==> src/rtl/serial_latch_driver.sv <==
module serial_latch_driver #(
  parameter int WIDTH = 8
) (
  input  logic             clk,
  input  logic             rst,
  input  logic             shift_clk,
  input  logic             ser_in,
  input  logic             load_en,
  input  logic             blank,
  output logic             ser_out,
  output logic [WIDTH-1:0] drive_on
);

  logic             shift_clk_q;
  logic             shift_edge;
  logic [WIDTH-1:0] stage_q, stage_d, hold_q, latch_view;

  assign shift_edge = shift_clk & ~shift_clk_q;
  assign stage_d    = shift_edge ? {stage_q[WIDTH-2:0], ser_in} : stage_q;

  always_ff @(posedge clk) begin
    if (rst) begin
      shift_clk_q <= 1'b0;
      stage_q     <= '0;
      hold_q      <= '0;
    end else begin
      shift_clk_q <= shift_clk;
      stage_q     <= stage_d;
      if (load_en) hold_q <= stage_d;
    end
  end

  assign latch_view = load_en ? stage_q : hold_q;
  assign drive_on   = blank ? '0 : latch_view;
  assign ser_out    = stage_q[WIDTH-1];


  shift_idle_chk: assert property (@(posedge clk) disable iff (rst)
    !shift_edge |=> $stable(stage_q));


  ser_advance_chk: assert property (@(posedge clk) disable iff (rst)
    shift_edge |=> ser_out == $past(stage_q[WIDTH-2]));


  load_follow_chk: assert property (@(posedge clk) disable iff (rst)
    load_en |=> hold_q == stage_q);


  latch_hold_chk: assert property (@(posedge clk) disable iff (rst)
    !load_en |=> $stable(hold_q));


  blank_off_chk: assert property (@(posedge clk) disable iff (rst)
    blank |-> drive_on == '0);

endmodule

==> config.mk <==
export PLATFORM = sky130hd
export DESIGN_NAME = serial_latch_driver
export DESIGN_NICKNAME = d
export VERILOG_FILES = /design/src/rtl/serial_latch_driver.sv
export SDC_FILE = /design/constraint.sdc
export NUM_CORES = 1
export LEC_CHECK = 0
export BUFFER_PORTS_ARGS = -buffer_cell sky130_fd_sc_hd__buf_2
export CAP_MARGIN = 30
export CORE_MARGIN = 8
export CORE_UTILIZATION = 50
export DETAILED_ROUTE_END_ITERATION = 7
export GPL_ROUTABILITY_DRIVEN = 0
export GPL_TIMING_DRIVEN = 0
export PLACE_DENSITY_LB_ADDON = 0.3
export SYNTH_ARGS = -nofsm -noshare
export SYNTH_HDL_FRONTEND = slang
export SYNTH_SLANG_ARGS = --single-unit
==> constraint.sdc <==
create_clock -name clk -period 1.15 [get_ports clk]
set_clock_uncertainty 0.1 [all_clocks]
set_input_delay 0.115 -clock clk [delete_from_list [all_inputs] [get_ports clk]]
set_output_delay 0.115 -clock clk [all_outputs]
set_load 0.02 [all_outputs]
==> results of run 1 <==
[worst paths after layout]
| path | to | cells past startpoint |
|---|---|---|
| setup / recovery | hold_q[1]$_SDFFE_PP0P_ | 4 |
| hold / removal | hold_q[2]$_SDFFE_PP0P_ | 3 |
| setup reg to reg | hold_q[1]$_SDFFE_PP0P_ | 4 |
| hold reg to reg | hold_q[2]$_SDFFE_PP0P_ | 2 |
[cells by family after synthesis]
kind of cell	count (synthesis)
AOI/OAI and AO/OA	8
buffers and inverters	7
DFF	17
muxes	16
and+or+nand+nor	26
[routing by layer]
metal	track usage, %	up-vias	share of wire (%)
met2	21.6	11	52
li1	-	302	-
met5	0	-	0
met1	15.5	309	42
met3	4.13	5	4.1
met4	7.56	0	2.2
[layout by cell type (no fill, tap or decap), drive strengths merged]
| cell | count |
|---|---|
| dfxtp | 17 |
| mux2i | 16 |
| clkbuf | 6 |
| nor2 | 24 |
| dlygate4sd3 | 2 |
| buf | 26 |
| nor2b | 2 |
| a211oi | 8 |
[where the power goes]
part	leakage [nW]	total, W	internal (W)	switching, W
clock network	0.0150	0.000337	0.000135	0.000201
registers	0.143	0.000622	0.000610	0.0000120
logic	0.291	0.000188	0.0000889	0.0000989
total	0.449	0.00115	0.000834	0.000312
[final cells by class]
| type | count | area share (%) |
|---|---|---|
| buffer | 7 | 4.61 |
| clock buffer | 4 | 2.42 |
| multi-input combinational | 50 | 42.6 |
| sequential | 17 | 32.4 |
| tap | 15 | 1.73 |
| timing repair buffer | 23 | 16.2 |
[state kept, by name (all words and copies together) (netlist names)]
name / count
hold_q: 8
stage_q: 8
shift_clk_q: 1
[metrics by stage]
stage | power (W) | worst slack [ns] | utilization, %
2_1_floorplan | 0.000726 | 0.0684 | -
3_3_place_gp | 0.000752 | -0.0562 | 59.6
3_5_place_dp | 0.000756 | -0.0619 | 59.6
4_1_cts | 0.00110 | -0.0497 | 73.0
5_1_grt | 0.00119 | -0.149 | 82.4
6_report | 0.00115 | -0.103 | 82.4
[critical path, delay by kind of cell, from the launching register on]
family                 cells  cell delay, ns
AND/OR/NAND/NOR            1            0.12
flip-flops                 1            0.34
buffers and inverters      1            0.18
multiplexers               1            0.26
AO/OA/AOI/OAI              1            0.11
[timing repair]
item / 4_1_cts / 5_1_grt
pin swaps: 7 / 0
setup endpoints to repair: 14 / 24
resized for setup: 26 / 18
setup buffers: 8 / 2
hold buffers: 2 / 0
hold endpoints to repair: 2 / 0
==> flow_summary.toml, run 1 <==
[hold_path]
hold_start = "load_en"
hp-class = "input pin to register"

[synthesis]
synth_common_cells = "24 x nor2_1, 17 x dfxtp_1, 16 x mux2i_1"
yosys_warnings = 0
ys_seq_area_share_pct = 47.8
synth.ff_latch_count = 17
postSynthCellCount = 74
synth_top_family_by_area = "multiplexers"
synth_nets = 80
synth_ff_type = "dfxtp_1"
netlist_area_um2 = 712
synthAdderAreaFrac_pct = 0
synth_area_leaders = "dfxtp_1 48%, mux2i_1 22%, nor2_1 13%, a211oi_1 8.4%, buf_2 2.1%"
muxShareOfSynthArea_pct = 22.5
synth_cell_types = 11
synth_async_sr_flop_share_pct = 0
synth_compound_area_share_pct = 8.44
synthXorXnorAreaFrac_pct = 0
synth_top_area_share_pct = 47.8
avgSynthCellArea_um2 = 9.62
synth-simple-area-share_pct = 15.8
yosysMostFrequentCell = "nor2_1"
synth_edf_count = 0
yosysTopAreaCell = "dfxtp_1"

[route]
finalWirelength_um = 1920
drt_first_iter_violations = 6
viasPerCell = 5.41
drc = 0
wl_per_cell_um = 16.6
dr_total_vias = 627
antenna_left = 0
dr.pass1.iters = 4

[timing]
slew_headroom_pct = 65.4
fmax_ghz = 0.798
setup_tns_ns = -1.12
worstMarginPinSlew_ns = 0.520
fin_ws_ns = -0.103
hold_viol_final = 0
rsz0062_at_grt = "true"
maxSlewViolCount = 0
finalSetupViolations = 24
timing.final.crit_share_pct = 109
period_needed_ns = 1.25
hold_slack_ns = 0.0789

[cells_and_area]
fill_cells = 82
area_growth_pct = 52.5
ff_latch_area_um2 = 352
instances_no_fill = 116
drive_gt1_share_pct = 53.5
diodes = 0
final_nets = 108
multi_input_area_um2 = 463
fin_area_um2 = 1090

[status]
failed_checks = "setup timing"
status = "complete, but fails checks"

[clocking]
root_buffer = "clkbuf_4"
clock_path_buffers = 2
cts_made_buffers = 3
path_clk_slew_ns = 0.10
cts_htree_levels = 1
cts_tree = "done"
cts_sinks = 17
clock_latency_ns = 0.30

[placed_design]
dp_hpwl_um = 997
dpl.cell_count = 100
place_area_um2 = 786
io_buffers = 11

[global_routing]
grt_usage_pct = 13.5
grt_pass1_vias = 611
antenna_found_initial = 0
grt_overflow = 0
grt_pass1_wl_um = 2830
grt_max_degree = 11

[worst_setup_path]
end_kind = "register"
crit_slowest_cell = "dfxtp_2"
cp_data_arrival_time_ns = 1.32
start_kind = "register"
max_stage_delay_ns = 0.34
cp.required_ns = 1.22
path_cells = "nor2b_4 > buf_12 > mux2i_4 > a211oi_1"
worstPathMaxFanout = 8
reg2reg_from = "shift_clk_q$_SDFF_PP0_"
r2r_slack_ns = -0.10
crit_start = "shift_clk_q$_SDFF_PP0_"
worstSetupPathType = "register to register"

[floorplan]
pin_count = 15
initial_core_util_pct = 54.0
die_x_um = 53.7
die_h_um = 53.7
rows = 13
coreArea_um2 = 1320
dieArea_um2 = 2890

[pwr]
total_leakage_power_nw = 0.449
power_density_nw_per_um2 = 1060
irDropWorstVdd_uv = 662

[flow_run]
maxCapViolCount = 0
(Power assumes the default switching activity.)
==> run 2, diff against run 1 <==
CORE_UTILIZATION = 49   (was 50)
CTS_BUF_LIST = sky130_fd_sc_hd__clkbuf_2 sky130_fd_sc_hd__clkbuf_4 sky130_fd_sc_hd__clkbuf_8   (was default)
clock period = 1 ns   (was 1.15 ns; I/O delays follow)
==> flow_summary.toml, run 2 (same netlist as run 1, synthesis figures left out) <==
[status]
status = "complete, but fails checks"
failed_checks = "setup timing"

[clocking]
cts_htree_levels = 1
root_buffer = "clkbuf_4"
clock_path_buffers = 2
cts_made_buffers = 3
path_clk_slew_ns = 0.10
cts_tree = "done"
cts_sinks = 17
clock_latency_ns = 0.29

[route]
drt_first_iter_violations = 11
finalWirelength_um = 1820
viasPerCell = 5.39
drc = 0
dr.pass1.iters = 4
wl_per_cell_um = 15.9
antenna_left = 0
dr_total_vias = 615

[cells_and_area]
fin_area_um2 = 1110
instances_no_fill = 114
diodes = 0
top_regs = "hold_q (8), stage_q (8), shift_clk_q (1)"
layout_commonest_cell = "nor2_1"
final_cell_mix = "17 x nor2_1, 12 x dfxtp_2, 9 x buf_4, 9 x buf_6"
final_nets = 106
area_growth_pct = 56.2
drive_gt1_share_pct = 63.6

[global_routing]
grt_pass1_wl_um = 2700
grt_pass1_vias = 613
antenna_found_initial = 0
grt_max_degree = 11
grt_overflow = 0
grt_usage_pct = 12.8

[floorplan]
initial_core_util_pct = 53.4
pin_count = 15
die_h_um = 54.1
coreArea_um2 = 1330
die_x_um = 54.1
dieArea_um2 = 2930
rows = 13

[worst_setup_path]
worstPathMaxFanout = 2
start_kind = "register"
cp_data_arrival_time_ns = 1.02
cp.required_ns = 0.80
end_kind = "output pin"
worstSetupPathType = "register to output pin"
crit_start = "stage_q[1]$_SDFF_PP0_"
reg2reg_from = "shift_clk_q$_SDFF_PP0_"

[pwr]
total_leakage_power_nw = 0.430
irDropWorstVdd_uv = 976
power_density_nw_per_um2 = 1200

[timing]
rsz0062_at_grt = "true"
maxSlewViolCount = 0
setup_tns_ns = -4.43
slew_headroom_pct = 61.4
period_needed_ns = 1.22
fmax_ghz = 0.818
finalSetupViolations = 25
worstMarginPinSlew_ns = 0.579
fin_ws_ns = -0.223
timing.final.crit_share_pct = 122
hold_viol_final = 0

[placed_design]
io_buffers = 11
dpl.cell_count = 100
dp_hpwl_um = 1010
place_area_um2 = 805

[flow_run]
maxCapViolCount = 0

[hold_path]
hold_start = "load_en"
hp-class = "input pin to register"
[run 2: stage by stage]
stage	total power (W)	util [%]	setup WS (ns)	hold slack (ns)
after floorplan	0.000841	-	-0.0635	0.129
after global placement	0.000871	60.3	-0.206	0.228
after detailed placement	0.000876	60.3	-0.209	0.235
after CTS	0.00129	75.6	-0.185	0.0476
after global routing	0.00141	83.4	-0.290	0.0444
final	0.00133	83.4	-0.223	0.0524
[run 2: metal layers]
metal	part of all wire, %	vias to the layer above	GRT usage (%)
met3	4.2	2	3.58
met2	54	16	24.5
met5	0	-	0
li1	-	300	-
met4	1.2	0	4.10
met1	41	297	13.0
[run 2: layout make-up]
cell class,instances,area (um2)
buffer,7,50.0
clock buffer,4,30.0
fill,81,221
multi-input combinational,50,467
sequential,17,355
tap,15,18.8
timing repair buffer,21,191
[run 2: final timing paths]
path	to	slack (ns)	cells after the start
max	drive_on[1]	-0.22	3
min	hold_q[2]$_SDFFE_PP0P_	0.05	3
max reg2reg	hold_q[6]$_SDFFE_PP0P_	-0.22	4
min reg2reg	hold_q[2]$_SDFFE_PP0P_	0.39	2
[run 2: critical path: stages (launching register included)]
cell	delay [ns]
dfxtp_2	0.35
mux2i_2	0.16
nor2_2	0.07
buf_6	0.15
[run 2: power by group]
group / internal (W) / total, W / switching (W)
Clock: 0.000182 / 0.000393 / 0.000211
Sequential: 0.000703 / 0.000718 / 0.0000157
Combinational: 0.000109 / 0.000223 / 0.000114
[run 2: what timing repair did]
item / in CTS / in global routing
pin swaps: 3 / 5
endpoints found under the hold margin: 2 / 0
hold buffers: 2 / 0
setup endpoints to repair: 25 / 25
gates resized for setup: 32 / 21
buffers inserted: 8 / 0
==> run 3, diff against run 2 <==
ABC_AREA = 1   (was default)
CORE_UTILIZATION = 51   (was 49)
==> flow_summary.toml, run 3 <==
[pwr]
total_leakage_power_nw = 0.602
sw_frac_of_total_pct = 27.6
power.clock.fraction_pct = 31.2
power_density_nw_per_um2 = 957
p_int_w = 0.000948
switchingPower_w = 0.000361
p_comb_share_pct = 15.8
irDropWorstVdd_uv = 912
p_seq_share_pct = 53.1

[hold_path]
hp-class = "input pin to register"
hold_start = "shift_clk"
min_to = "stage_q[4]$_SDFF_PP0_"
hold_depth = 3

[synthesis]
synth_ff_type = "dfxtp_1"
synth_nets = 116
avgSynthCellArea_um2 = 7.92
yosysTopAreaCell = "dfxtp_1"
synth_cell_types = 15
synth_area_leaders = "dfxtp_1 39%, nand3_1 14%, nand2_1 12%, nand2_2 8.6%, a21oi_1 8.0%"
ys_seq_area_share_pct = 39.1
synth_edf_count = 0
synth_top_area_share_pct = 39.1
netlist_area_um2 = 871
postSynthCellCount = 110
yosys_warnings = 0
synth_async_sr_flop_share_pct = 0
synth.ff_latch_count = 17
synth_common_cells = "28 x nand2_1, 24 x nand3_1, 17 x dfxtp_1"
yosysMostFrequentCell = "nand2_1"

[global_routing]
antenna_found_initial = 0
grt_pass1_wl_um = 3860
grt_pass1_vias = 906
grt_usage_pct = 14.5
grt_overflow = 0
grt_max_degree = 11

[floorplan]
die_h_um = 57.3
rows = 15
coreArea_um2 = 1670
dieArea_um2 = 3290
pin_count = 15
die_x_um = 57.3
initial_core_util_pct = 52.1

[worst_setup_path]
cp_data_arrival_time_ns = 1.03
rr_endpoint = "hold_q[2]$_SDFFE_PP0P_"
rr_worst_depth = 5
start_kind = "register"
end_kind = "output pin"
r2r_slack_ns = -0.05
reg2reg_from = "shift_clk_q$_SDFF_PP0_"
cp.required_ns = 0.80
worstSetupPathType = "register to output pin"
worstPathMaxFanout = 2

[timing]
fin_ws_ns = -0.232
rsz0062_at_grt = "true"
timing.final.crit_share_pct = 123
maxSlewViolCount = 0
hold_slack_ns = 0.0319
finalSetupViolations = 15
worstMarginPinSlew_ns = 0.571
period_needed_ns = 1.23
hold_viol_final = 0
slew_headroom_pct = 61.9
fmax_ghz = 0.812

[route]
dr.pass1.iters = 4
drt_first_iter_violations = 17
wl_per_cell_um = 16.1
finalWirelength_um = 2570
dr_total_vias = 901
drc = 0
viasPerCell = 5.67
antenna_left = 0

[cells_and_area]
final_nets = 149
fin_area_um2 = 1370
drive_gt1_share_pct = 69.0
instances_no_fill = 159
top_regs = "hold_q (8), stage_q (8), shift_clk_q (1)"
area_growth_pct = 57.0
diodes = 0
layout_commonest_cell = "nand2_2"
final_cell_mix = "18 x nand2_2, 16 x dfxtp_2, 14 x nand2_1"

[clocking]
clock_latency_ns = 0.30
clock_path_buffers = 2
path_clk_slew_ns = 0.10
cts_sinks = 17
root_buffer = "clkbuf_4"
cts_htree_levels = 1
cts_made_buffers = 3
cts_tree = "done"

[placed_design]
place_ws_ns = 0.00676
dp_hpwl_um = 1380
dpl.cell_count = 137
io_buffers = 10
place_area_um2 = 955

[flow_run]
maxCapViolCount = 0

[status]
status = "complete, but fails checks"
failed_checks = "setup timing"
## run 3: changes by cell type in the layout (fill, tap and decap cells not counted), moves of 7 or more
cell,previous run,this run
nor2_1,17,1
nand2_2,0,18
nand2_4,0,8
a21oi_1,0,10
nand3_1,0,12
mux2i_4,7,0
nand2_1,0,14
nand3_2,0,11
nor2_2,7,0
## run 3: logic make-up (layout without fill, tap and decap cells)
logic type	after synthesis	after routing	synth area share [%]
AND/OR/NAND/NOR	66	66	37.2
flip-flops	17	17	39.1
AO/OA/AOI/OAI	16	16	10.1
buffers and inverters	11	43	13.6
## run 3: worst max-delay path by stage
stage	start	to	depth (start not counted)
global placement	shift_clk_q$_SDFF_PP0_	hold_q[0]$_SDFFE_PP0P_	6
global route	stage_q[2]$_SDFF_PP0_	drive_on[2]	3
detailed placement	shift_clk_q$_SDFF_PP0_	hold_q[4]$_SDFFE_PP0P_	6
CTS	stage_q[6]$_SDFF_PP0_	drive_on[6]	3
floorplan	stage_q[0]$_SDFF_PP0_	drive_on[0]	2
finish	stage_q[2]$_SDFF_PP0_	drive_on[2]	3
## run 3: layer usage
metal | wire length [um] | share of wire (%) | global-route usage [%]
met1 | 1040 | 41 | 16.3
met2 | 1340 | 52 | 25.6
met3 | 113 | 4.4 | 3.14
met4 | 76 | 3.0 | 6.43
met5 | 0 | 0 | 0
## run 3: power by group through the flow
| stage | sequential [W] | clock [W] | combinational [W] |
|---|---|---|---|
| 2_1_floorplan | 0.000707 | 0 | 0.000120 |
| 3_3_place_gp | 0.000709 | 0 | 0.000143 |
| 3_5_place_dp | 0.000709 | 0 | 0.000145 |
| 4_1_cts | 0.000692 | 0.000400 | 0.000171 |
| 5_1_grt | 0.000695 | 0.000432 | 0.000220 |
| 6_report | 0.000694 | 0.000408 | 0.000206 |
## run 3: worst max-delay path: stages, from the launching register on
cell,delay (ns)
dfxtp_2,0.35
nand2_2,0.07
a21oi_2,0.17
buf_6,0.14
## run 3: timing repair
item                                    4_1_cts  5_1_grt
buffers inserted                             11        2
hold buffers                                  5        0
endpoints found under the setup margin        9       17
endpoints found under the hold margin         9        0
resized for setup                            30       44
pin swaps                                    13       18
cloned                                        0        1
## run 3: metrics by stage
stage | util [%] | setup TNS (ns) | power (W)
after floorplan | - | 0 | 0.000828
after global placement | 57.2 | 0 | 0.000852
after detailed placement | 57.2 | 0 | 0.000854
after CTS | 70.6 | -1.48 | 0.00126
after global routing | 81.9 | -2.37 | 0.00135
final | 81.9 | -1.73 | 0.00131
## run 3: final cells by class
cell class | count | area (um2)
buffer | 7 | 88.8
clock buffer | 4 | 30.0
fill | 99 | 303
inverter | 4 | 32.5
multi-input combinational | 82 | 577
sequential | 17 | 364
tap | 17 | 21.3
timing repair buffer | 27 | 246
timing repair inverter | 1 | 7.51
